$ cat config.mk
export PLATFORM = sky130hd
export DESIGN_NAME = cpDispatch
export DESIGN_NICKNAME = d
export VERILOG_FILES = /design/src/rtl/cpDispatchPkg.sv /design/src/rtl/cpDispatchCtrl.sv /design/src/rtl/cpDispatchPath.sv /design/src/rtl/cpDispatch.sv
export SDC_FILE = /design/constraint.sdc
export NUM_CORES = 1
export LEC_CHECK = 0
export ABC_AREA = 1
export BUFFER_PORTS_ARGS = -buffer_cell sky130_fd_sc_hd__buf_2
export CORE_AREA = 2 2 101 103
export CTS_BUF_LIST = sky130_fd_sc_hd__clkbuf_2
export DETAILED_ROUTE_END_ITERATION = 6
export DIE_AREA = 0 0 103 105
export PLACE_DENSITY = 0.81
export SLEW_MARGIN = 10
export SYNTH_ARGS = -nofsm -noshare
export SYNTH_HDL_FRONTEND = slang
export SYNTH_SLANG_ARGS = --single-unit
$ cat constraint.sdc
create_clock -name clk -period 3.2 [get_ports clk]
set_clock_uncertainty 0.2 [all_clocks]
set_input_delay 0.96 -clock clk [delete_from_list [all_inputs] [get_ports clk]]
set_output_delay 0.96 -clock clk [all_outputs]
set_load 0.02 [all_outputs]
$ cat src/rtl/cpDispatchPkg.sv
package cpDispatchPkg;

  // Sequencer state doubles as the bus operation in flight.
  typedef enum logic [2:0] {
    OP_NONE,
    OP_CMD,
    OP_RESP,
    OP_FADDR,
    OP_MEM,
    OP_OPND
  } busOpE;

  typedef enum logic [1:0] {
    RC_DONE  = 2'b00,
    RC_BUSY  = 2'b01,
    RC_FETCH = 2'b10,
    RC_FAULT = 2'b11
  } respE;

  // Strobes from control to datapath.
  typedef struct packed {
    busOpE op;
    logic  loadWord;
    logic  loadAddr;
    logic  loadData;
    logic  clrRetry;
    logic  bumpRetry;
  } ctlS;

endpackage

$ cat src/rtl/cpDispatchCtrl.sv
module cpDispatchCtrl
  import cpDispatchPkg::*;
#(
  parameter int ID_W = 3,
  parameter logic [(1<<ID_W)-1:0] PRESENT_MASK = 'b11
) (
  input  logic            clk,
  input  logic            rstN,
  input  logic            instrValid,
  input  logic            isCp,
  input  logic [ID_W-1:0] inCpId,
  input  logic            busReady,
  input  logic [1:0]      respCode,
  input  logic            retryMax,
  output ctlS             ctl,
  output logic            instrReady,
  output logic            passThru,
  output logic            trap,
  output logic            done
);

  busOpE stateQ, stateD;
  logic  trapD, doneD;
  logic  idPresent;

  assign idPresent  = PRESENT_MASK[inCpId];
  assign instrReady = (stateQ == OP_NONE);
  assign passThru   = instrValid && instrReady && !isCp;

  always_comb begin
    stateD = stateQ;
    ctl    = '0;
    ctl.op = stateQ;
    trapD  = 1'b0;
    doneD  = 1'b0;
    case (stateQ)
      OP_NONE: begin
        if (instrValid && isCp) begin
          if (idPresent) begin
            ctl.loadWord = 1'b1;
            ctl.clrRetry = 1'b1;
            stateD       = OP_CMD;
          end else begin
            trapD = 1'b1;
          end
        end
      end
      OP_CMD: begin
        if (busReady) stateD = OP_RESP;
      end
      OP_RESP: begin
        if (busReady) begin
          case (respE'(respCode))
            RC_DONE: begin
              doneD  = 1'b1;
              stateD = OP_NONE;
            end
            RC_BUSY: begin
              if (retryMax) begin
                trapD  = 1'b1;
                stateD = OP_NONE;
              end else begin
                ctl.bumpRetry = 1'b1;
              end
            end
            RC_FETCH: stateD = OP_FADDR;
            default: begin
              trapD  = 1'b1;
              stateD = OP_NONE;
            end
          endcase
        end
      end
      OP_FADDR: begin
        if (busReady) begin
          ctl.loadAddr = 1'b1;
          stateD       = OP_MEM;
        end
      end
      OP_MEM: begin
        if (busReady) begin
          ctl.loadData = 1'b1;
          stateD       = OP_OPND;
        end
      end
      OP_OPND: begin
        if (busReady) stateD = OP_RESP;
      end
      default: stateD = OP_NONE;
    endcase
  end

  always_ff @(posedge clk or negedge rstN) begin
    if (!rstN) begin
      stateQ <= OP_NONE;
      trap   <= 1'b0;
      done   <= 1'b0;
    end else begin
      stateQ <= stateD;
      trap   <= trapD;
      done   <= doneD;
    end
  end

endmodule

$ cat src/rtl/cpDispatchPath.sv
module cpDispatchPath
  import cpDispatchPkg::*;
#(
  parameter int INSTR_W     = 16,
  parameter int ID_W        = 3,
  parameter int TYPE_W      = 3,
  parameter int ADDR_W      = 32,
  parameter int DATA_W      = 32,
  parameter int ID_SHIFT    = 13,
  parameter logic [ADDR_W-1:0] CMD_OFS  = 'h0A,
  parameter logic [ADDR_W-1:0] RESP_OFS = 'h00,
  parameter logic [ADDR_W-1:0] OPND_OFS = 'h10,
  parameter int RETRY_LIMIT = 16
) (
  input  logic              clk,
  input  logic              rstN,
  input  logic [INSTR_W-1:0] instrWord,
  input  ctlS               ctl,
  input  logic [DATA_W-1:0] busRData,
  output logic              isCp,
  output logic [ID_W-1:0]   inCpId,
  output logic [TYPE_W-1:0] inOpType,
  output logic [1:0]        respCode,
  output logic              retryMax,
  output logic              busValid,
  output logic              busWrite,
  output logic              busSpace,
  output logic [ADDR_W-1:0] busAddr,
  output logic [DATA_W-1:0] busWData
);

  localparam int PFX_W  = 4;
  localparam int ID_HI  = INSTR_W - PFX_W - 1;
  localparam int TY_HI  = ID_HI - ID_W;
  localparam int RTRY_W = $clog2(RETRY_LIMIT + 1);

  logic [INSTR_W-1:0] wordQ;
  logic [ADDR_W-1:0]  fetchAddrQ;
  logic [DATA_W-1:0]  operandQ;
  logic [RTRY_W-1:0]  retryQ;
  logic [ID_W-1:0]    heldId;
  logic [ADDR_W-1:0]  cpBase;

  // Live decode of the offered word.
  assign isCp     = (instrWord[INSTR_W-1 -: PFX_W] == {PFX_W{1'b1}});
  assign inCpId   = instrWord[ID_HI -: ID_W];
  assign inOpType = instrWord[TY_HI -: TYPE_W];

  assign respCode = busRData[1:0];
  assign retryMax = (retryQ == RTRY_W'(RETRY_LIMIT - 1));

  // Registers captured during a dispatch.
  always_ff @(posedge clk or negedge rstN) begin
    if (!rstN) begin
      wordQ      <= '0;
      fetchAddrQ <= '0;
      operandQ   <= '0;
      retryQ     <= '0;
    end else begin
      if (ctl.loadWord) wordQ      <= instrWord;
      if (ctl.loadAddr) fetchAddrQ <= busRData[ADDR_W-1:0];
      if (ctl.loadData) operandQ   <= busRData;
      if (ctl.clrRetry)       retryQ <= '0;
      else if (ctl.bumpRetry) retryQ <= retryQ + 1'b1;
    end
  end

  assign heldId = wordQ[ID_HI -: ID_W];
  assign cpBase = ADDR_W'(heldId) << ID_SHIFT;

  // Bus fields follow the registered operation, so they hold until ready.
  always_comb begin
    busValid = (ctl.op != OP_NONE);
    busWrite = 1'b0;
    busSpace = 1'b1;
    busAddr  = '0;
    busWData = '0;
    case (ctl.op)
      OP_CMD: begin
        busWrite = 1'b1;
        busAddr  = cpBase | CMD_OFS;
        busWData = DATA_W'(wordQ);
      end
      OP_RESP, OP_FADDR: busAddr = cpBase | RESP_OFS;
      OP_MEM: begin
        busSpace = 1'b0;
        busAddr  = fetchAddrQ;
      end
      OP_OPND: begin
        busWrite = 1'b1;
        busAddr  = cpBase | OPND_OFS;
        busWData = operandQ;
      end
      default: busSpace = 1'b1;
    endcase
  end

endmodule

$ cat src/rtl/cpDispatch.sv
module cpDispatch
  import cpDispatchPkg::*;
#(
  parameter int INSTR_W     = 16,
  parameter int ID_W        = 3,
  parameter int TYPE_W      = 3,
  parameter int ADDR_W      = 32,
  parameter int DATA_W      = 32,
  parameter int ID_SHIFT    = 13,
  parameter logic [(1<<ID_W)-1:0] PRESENT_MASK = 'b11,
  parameter int RETRY_LIMIT = 16
) (
  input  logic               clk,
  input  logic               rstN,
  input  logic               instrValid,
  input  logic [INSTR_W-1:0] instrWord,
  output logic               instrReady,
  output logic               passThru,
  output logic [ID_W-1:0]    decCpId,
  output logic [TYPE_W-1:0]  decOpType,
  output logic               trap,
  output logic               done,
  output logic               busValid,
  output logic               busWrite,
  output logic               busSpace,
  output logic [ADDR_W-1:0]  busAddr,
  output logic [DATA_W-1:0]  busWData,
  input  logic               busReady,
  input  logic [DATA_W-1:0]  busRData
);

  ctlS        ctl;
  logic       isCp;
  logic [1:0] respCode;
  logic       retryMax;

  cpDispatchCtrl #(
    .ID_W(ID_W), .PRESENT_MASK(PRESENT_MASK)
  ) uCtrl (
    .clk(clk), .rstN(rstN), .instrValid(instrValid), .isCp(isCp),
    .inCpId(decCpId), .busReady(busReady), .respCode(respCode),
    .retryMax(retryMax), .ctl(ctl), .instrReady(instrReady),
    .passThru(passThru), .trap(trap), .done(done)
  );

  cpDispatchPath #(
    .INSTR_W(INSTR_W), .ID_W(ID_W), .TYPE_W(TYPE_W), .ADDR_W(ADDR_W),
    .DATA_W(DATA_W), .ID_SHIFT(ID_SHIFT), .RETRY_LIMIT(RETRY_LIMIT)
  ) uPath (
    .clk(clk), .rstN(rstN), .instrWord(instrWord), .ctl(ctl),
    .busRData(busRData), .isCp(isCp), .inCpId(decCpId),
    .inOpType(decOpType), .respCode(respCode), .retryMax(retryMax),
    .busValid(busValid), .busWrite(busWrite), .busSpace(busSpace),
    .busAddr(busAddr), .busWData(busWData)
  );

endmodule

==> reports/summary.json <==
{
  "die-width": {"value": 103, "unit": "um"},
  "route.detailed.wl_per_inst": {"value": 13.53, "unit": "um"},
  "gr-usage-all-layers": {"value": 20.45, "unit": "%"},
  "internal_power": {"value": 0.002078, "unit": "W"},
  "buffer_ports.inserted": {"value": 128},
  "yosysTopAreaCellShare": {"value": 50.65, "unit": "%"},
  "power.ir.vdd_worst": {"value": 0.3153, "unit": "mV"},
  "finalCriticalPeriod": {"value": 3.094, "unit": "ns"},
  "finish.net_count": {"value": 726},
  "synth-seq-cells": {"value": 90},
  "synth_largest_area_cell": {"value": "sky130_fd_sc_hd__dfrtp_1"},
  "final_core_utilization": {"value": 55.02, "unit": "%"},
  "outcome": {"value": "completed"},
  "hold_ws": {"value": 0.1162, "unit": "ns"},
  "num_rows": {"value": 36},
  "grt_pass1_vias": {"value": 3751},
  "design_power_total": {"value": 0.003524, "unit": "W"},
  "period_share": {"value": 96.69, "unit": "%"},
  "htree_num_levels": {"value": 3},
  "cts_tree": {"value": "built"},
  "syn_area_per_cell": {"value": 8.100, "unit": "um2"},
  "worst_ep_required_time": {"value": 2.04, "unit": "ns"},
  "cts_buffer_depth": {"value": 2},
  "tightestPinTransition": {"value": 0.7918, "unit": "ns"},
  "core_region_area": {"value": 9639, "unit": "um2"},
  "initial_core_util": {"value": 46.13, "unit": "%"},
  "dr_total_vias": {"value": 3842},
  "standard_cell_with_the_maximum_stage_delay_on_the_critical_path": {"value": "sky130_fd_sc_hd__dfrtp_2"},
  "post_synth_num_cell_types": {"value": 26},
  "timing.hold.worst.class": {"value": "primary input to async pin"},
  "setup_violations": {"value": 0},
  "timing.critical_path.from_type": {"value": "register"},
  "remaining_drc_errors": {"value": 0},
  "arrival": {"value": 1.93, "unit": "ns"},
  "drive_gt1_share": {"value": 30.13, "unit": "%"},
  "crit_path_largest_cell_delay": {"value": 0.50, "unit": "ns"},
  "cts.sinks": {"value": 90},
  "share_seq_of_total_power": {"value": 48.5, "unit": "%"},
  "drt_iter0_markers": {"value": 239},
  "antenna_violations_before_repair": {"value": 1},
  "maxCapViolCount": {"value": 0},
  "finalWirelength": {"value": 10980, "unit": "um"},
  "pwr-share-clk": {"value": 14.3, "unit": "%"},
  "power.density": {"value": 664.4, "unit": "nW/um2"},
  "switchingPower": {"value": 0.001446, "unit": "W"},
  "worstSkewPairLatency": {"value": 0.53, "unit": "ns"},
  "end_kind": {"value": "output port"},
  "synthToLayoutAreaGrowth": {"value": 19.27, "unit": "%"},
  "slew_viol_final": {"value": 0},
  "power.combinational.fraction": {"value": 37.2, "unit": "%"},
  "floorplan.die_area": {"value": 10820, "unit": "um2"},
  "post-dp-hpwl": {"value": 7721, "unit": "um"},
  "ant_nets": {"value": 0},
  "final_hold_viol_count": {"value": 0},
  "slew_headroom": {"value": 47.11, "unit": "%"},
  "yosysSeqAreaShare": {"value": 50.65, "unit": "%"},
  "postSynthNetCount": {"value": 603},
  "post_cts_hold_buffer_count": {"value": 0},
  "global_route.overflow_total": {"value": 0},
  "wire_length_of_the_first_global_routing_pass": {"value": 17400, "unit": "um"},
  "place.gp.congestion": {"value": 0.7774},
  "tns": {"value": 0, "unit": "ns"},
  "die_height": {"value": 105, "unit": "um"},
  "cts_root_buffer": {"value": "sky130_fd_sc_hd__clkbuf_2"},
  "synthesis.instances": {"value": 549},
  "grt_max_degree": {"value": 65},
  "clkSlewWorstSetupHoldPaths": {"value": 0.26, "unit": "ns"},
  "yosys_warnings": {"value": 0},
  "timing.fmax": {"value": 323.2, "unit": "MHz"},
  "netSwitchingFraction": {"value": 41.04, "unit": "%"},
  "cts_inserted_buffers": {"value": 9},
  "first_pass_iters": {"value": 5},
  "leading_cell_types_by_total_area_after_synthesis": {"value": "sky130_fd_sc_hd__dfrtp_1 51%, sky130_fd_sc_hd__nand2_1 12%, sky130_fd_sc_hd__inv_1 7.7%"},
  "top_level_ports": {"value": 129},
  "netlist_area_before_placement": {"value": 4447, "unit": "um2"},
  "timing.critical_path.fanout_max": {"value": 15},
  "path_cells": {"value": "nor2_4 > buf_4 > nand2_4 > nor2_1 > buf_2"},
  "critPathKind": {"value": "register to output port"},
  "vias_per_cell": {"value": 4.737},
  "p_leak": {"value": 3.020, "unit": "nW"}
}
## flip-flops by register name (all words and copies together), names as in the netlist
name              cells
uCtrl.trap            1
uPath.retryQ          5
uPath.wordQ          16
uCtrl.stateQ          3
uPath.fetchAddrQ     32
uCtrl.done            1
uPath.operandQ       32
## worst paths after layout
kind,slack [ns],start,cells after the start,end
setup / recovery,0.11,uCtrl.stateQ[0]$_DFFE_PN0P_,5,busAddr[6]
hold / removal,0.12,rstN,1,uPath.fetchAddrQ[20]$_DFFE_PN0P_
setup reg to reg,1.14,uCtrl.stateQ[2]$_DFFE_PN0P_,3,uPath.fetchAddrQ[12]$_DFFE_PN0P_
hold reg to reg,0.29,uPath.wordQ[14]$_DFFE_PN0P_,2,uPath.wordQ[14]$_DFFE_PN0P_
max in group asynchronous,2.00,rstN,2,uCtrl.trap$_DFF_PN0_
min in group clk,0.29,uPath.wordQ[14]$_DFFE_PN0P_,2,uPath.wordQ[14]$_DFFE_PN0P_
## kinds of logic after synthesis
| logic type | after synthesis | synth area share, % |
|---|---|---|
| AO/OA/AOI/OAI | 79 | 10.78 |
| XOR/XNOR | 2 | 0.3940 |
| flip-flops | 90 | 50.65 |
| adder cells (fa/ha/maj) | 2 | 0.5627 |
| buffers and inverters | 129 | 13.39 |
| AND/OR/NAND/NOR | 247 | 24.23 |
## through the flow
stage / setup slack, ns / instance area, um2 / std cells
3_5_place_dp: 0.4760 / 5076 / 783
3_3_place_gp: 0.5284 / 5076 / 783
4_1_cts: -0.002901 / 5220 / 803
6_report: 0.1060 / 5304 / 811
2_1_floorplan: 0.5703 / 4447 / 549
5_1_grt: -0.02044 / 5301 / 810
## metal layers
| metal | vias up | share of wire (%) | global-route usage, % |
|---|---|---|---|
| met5 | - | 0 | 0 |
| met4 | 0 | 2.8 | 9.586 |
| met3 | 27 | 6.7 | 4.482 |
| met2 | 151 | 46 | 31.31 |
| met1 | 1752 | 44 | 27.45 |
| li1 | 1912 | - | - |
## Yosys cell counts (all sizes together)
cell type,n
buf,26
clkbuf,4
clkinv,1
dfrtp,90
ha,2
inv,98
nand2,147
nand3,46
nand4,1
nor2,52
nor4,1
o21ai,78
o22ai,1
xor2,2
## power by group through the flow
| stage | Clock [W] | Combinational (W) | Sequential (W) |
|---|---|---|---|
| 5_1_grt | 0.000578 | 0.00146 | 0.00175 |
| 2_1_floorplan | 0 | 0.000871 | 0.00168 |
| 4_1_cts | 0.000532 | 0.00123 | 0.00171 |
| 6_report | 0.000505 | 0.00131 | 0.00171 |
| 3_3_place_gp | 0 | 0.00113 | 0.00171 |
| 3_5_place_dp | 0 | 0.00118 | 0.00173 |
## cells in the final DEF, fill, tap and decap left out, types with 2 or more instances in the layout
master,n
sky130_fd_sc_hd__inv_4,2
sky130_fd_sc_hd__nand2_4,5
sky130_fd_sc_hd__ha_1,2
sky130_fd_sc_hd__dfrtp_2,3
sky130_fd_sc_hd__xor2_1,2
sky130_fd_sc_hd__inv_1,91
sky130_fd_sc_hd__o21ai_2,23
sky130_fd_sc_hd__nor2_1,50
sky130_fd_sc_hd__nand3_1,44
sky130_fd_sc_hd__o21ai_0,40
sky130_fd_sc_hd__nand2_2,3
sky130_fd_sc_hd__nand2_1,139
sky130_fd_sc_hd__clkinv_2,2
sky130_fd_sc_hd__buf_4,12
sky130_fd_sc_hd__inv_6,5
sky130_fd_sc_hd__inv_2,4
sky130_fd_sc_hd__nand3_4,2
sky130_fd_sc_hd__o21ai_1,15
sky130_fd_sc_hd__buf_2,126
sky130_fd_sc_hd__clkbuf_2,9
sky130_fd_sc_hd__dfrtp_1,87
sky130_fd_sc_hd__buf_12,2
## critical path: cells and delay by family, from the launching register on
family / cells / cell delay, ns
and+or+nand+nor: 3 / 0.53
DFF: 1 / 0.50
buffers and inverters: 2 / 0.37
## cell type report
type / count / area (um2)
timing repair buffer: 140 / 760.7
antenna: 1 / 2.502
clock buffer: 9 / 45.04
tap: 133 / 166.4
inverter: 99 / 387.9
fill: 930 / 4335
multi-input combinational: 331 / 1630
timing repair inverter: 1 / 3.754
clock inverter: 7 / 51.30
sequential: 90 / 2256
## timing repair
| item | 4_1_cts | 5_1_grt |
|---|---|---|
| gates cloned | 1 | 1 |
| setup buffers | 3 | 6 |
| endpoints found under the setup margin | 29 | 38 |
| resized for setup | 8 | 4 |
| pin swaps | 0 | 2 |
Power figures use the tool's default switching activity.
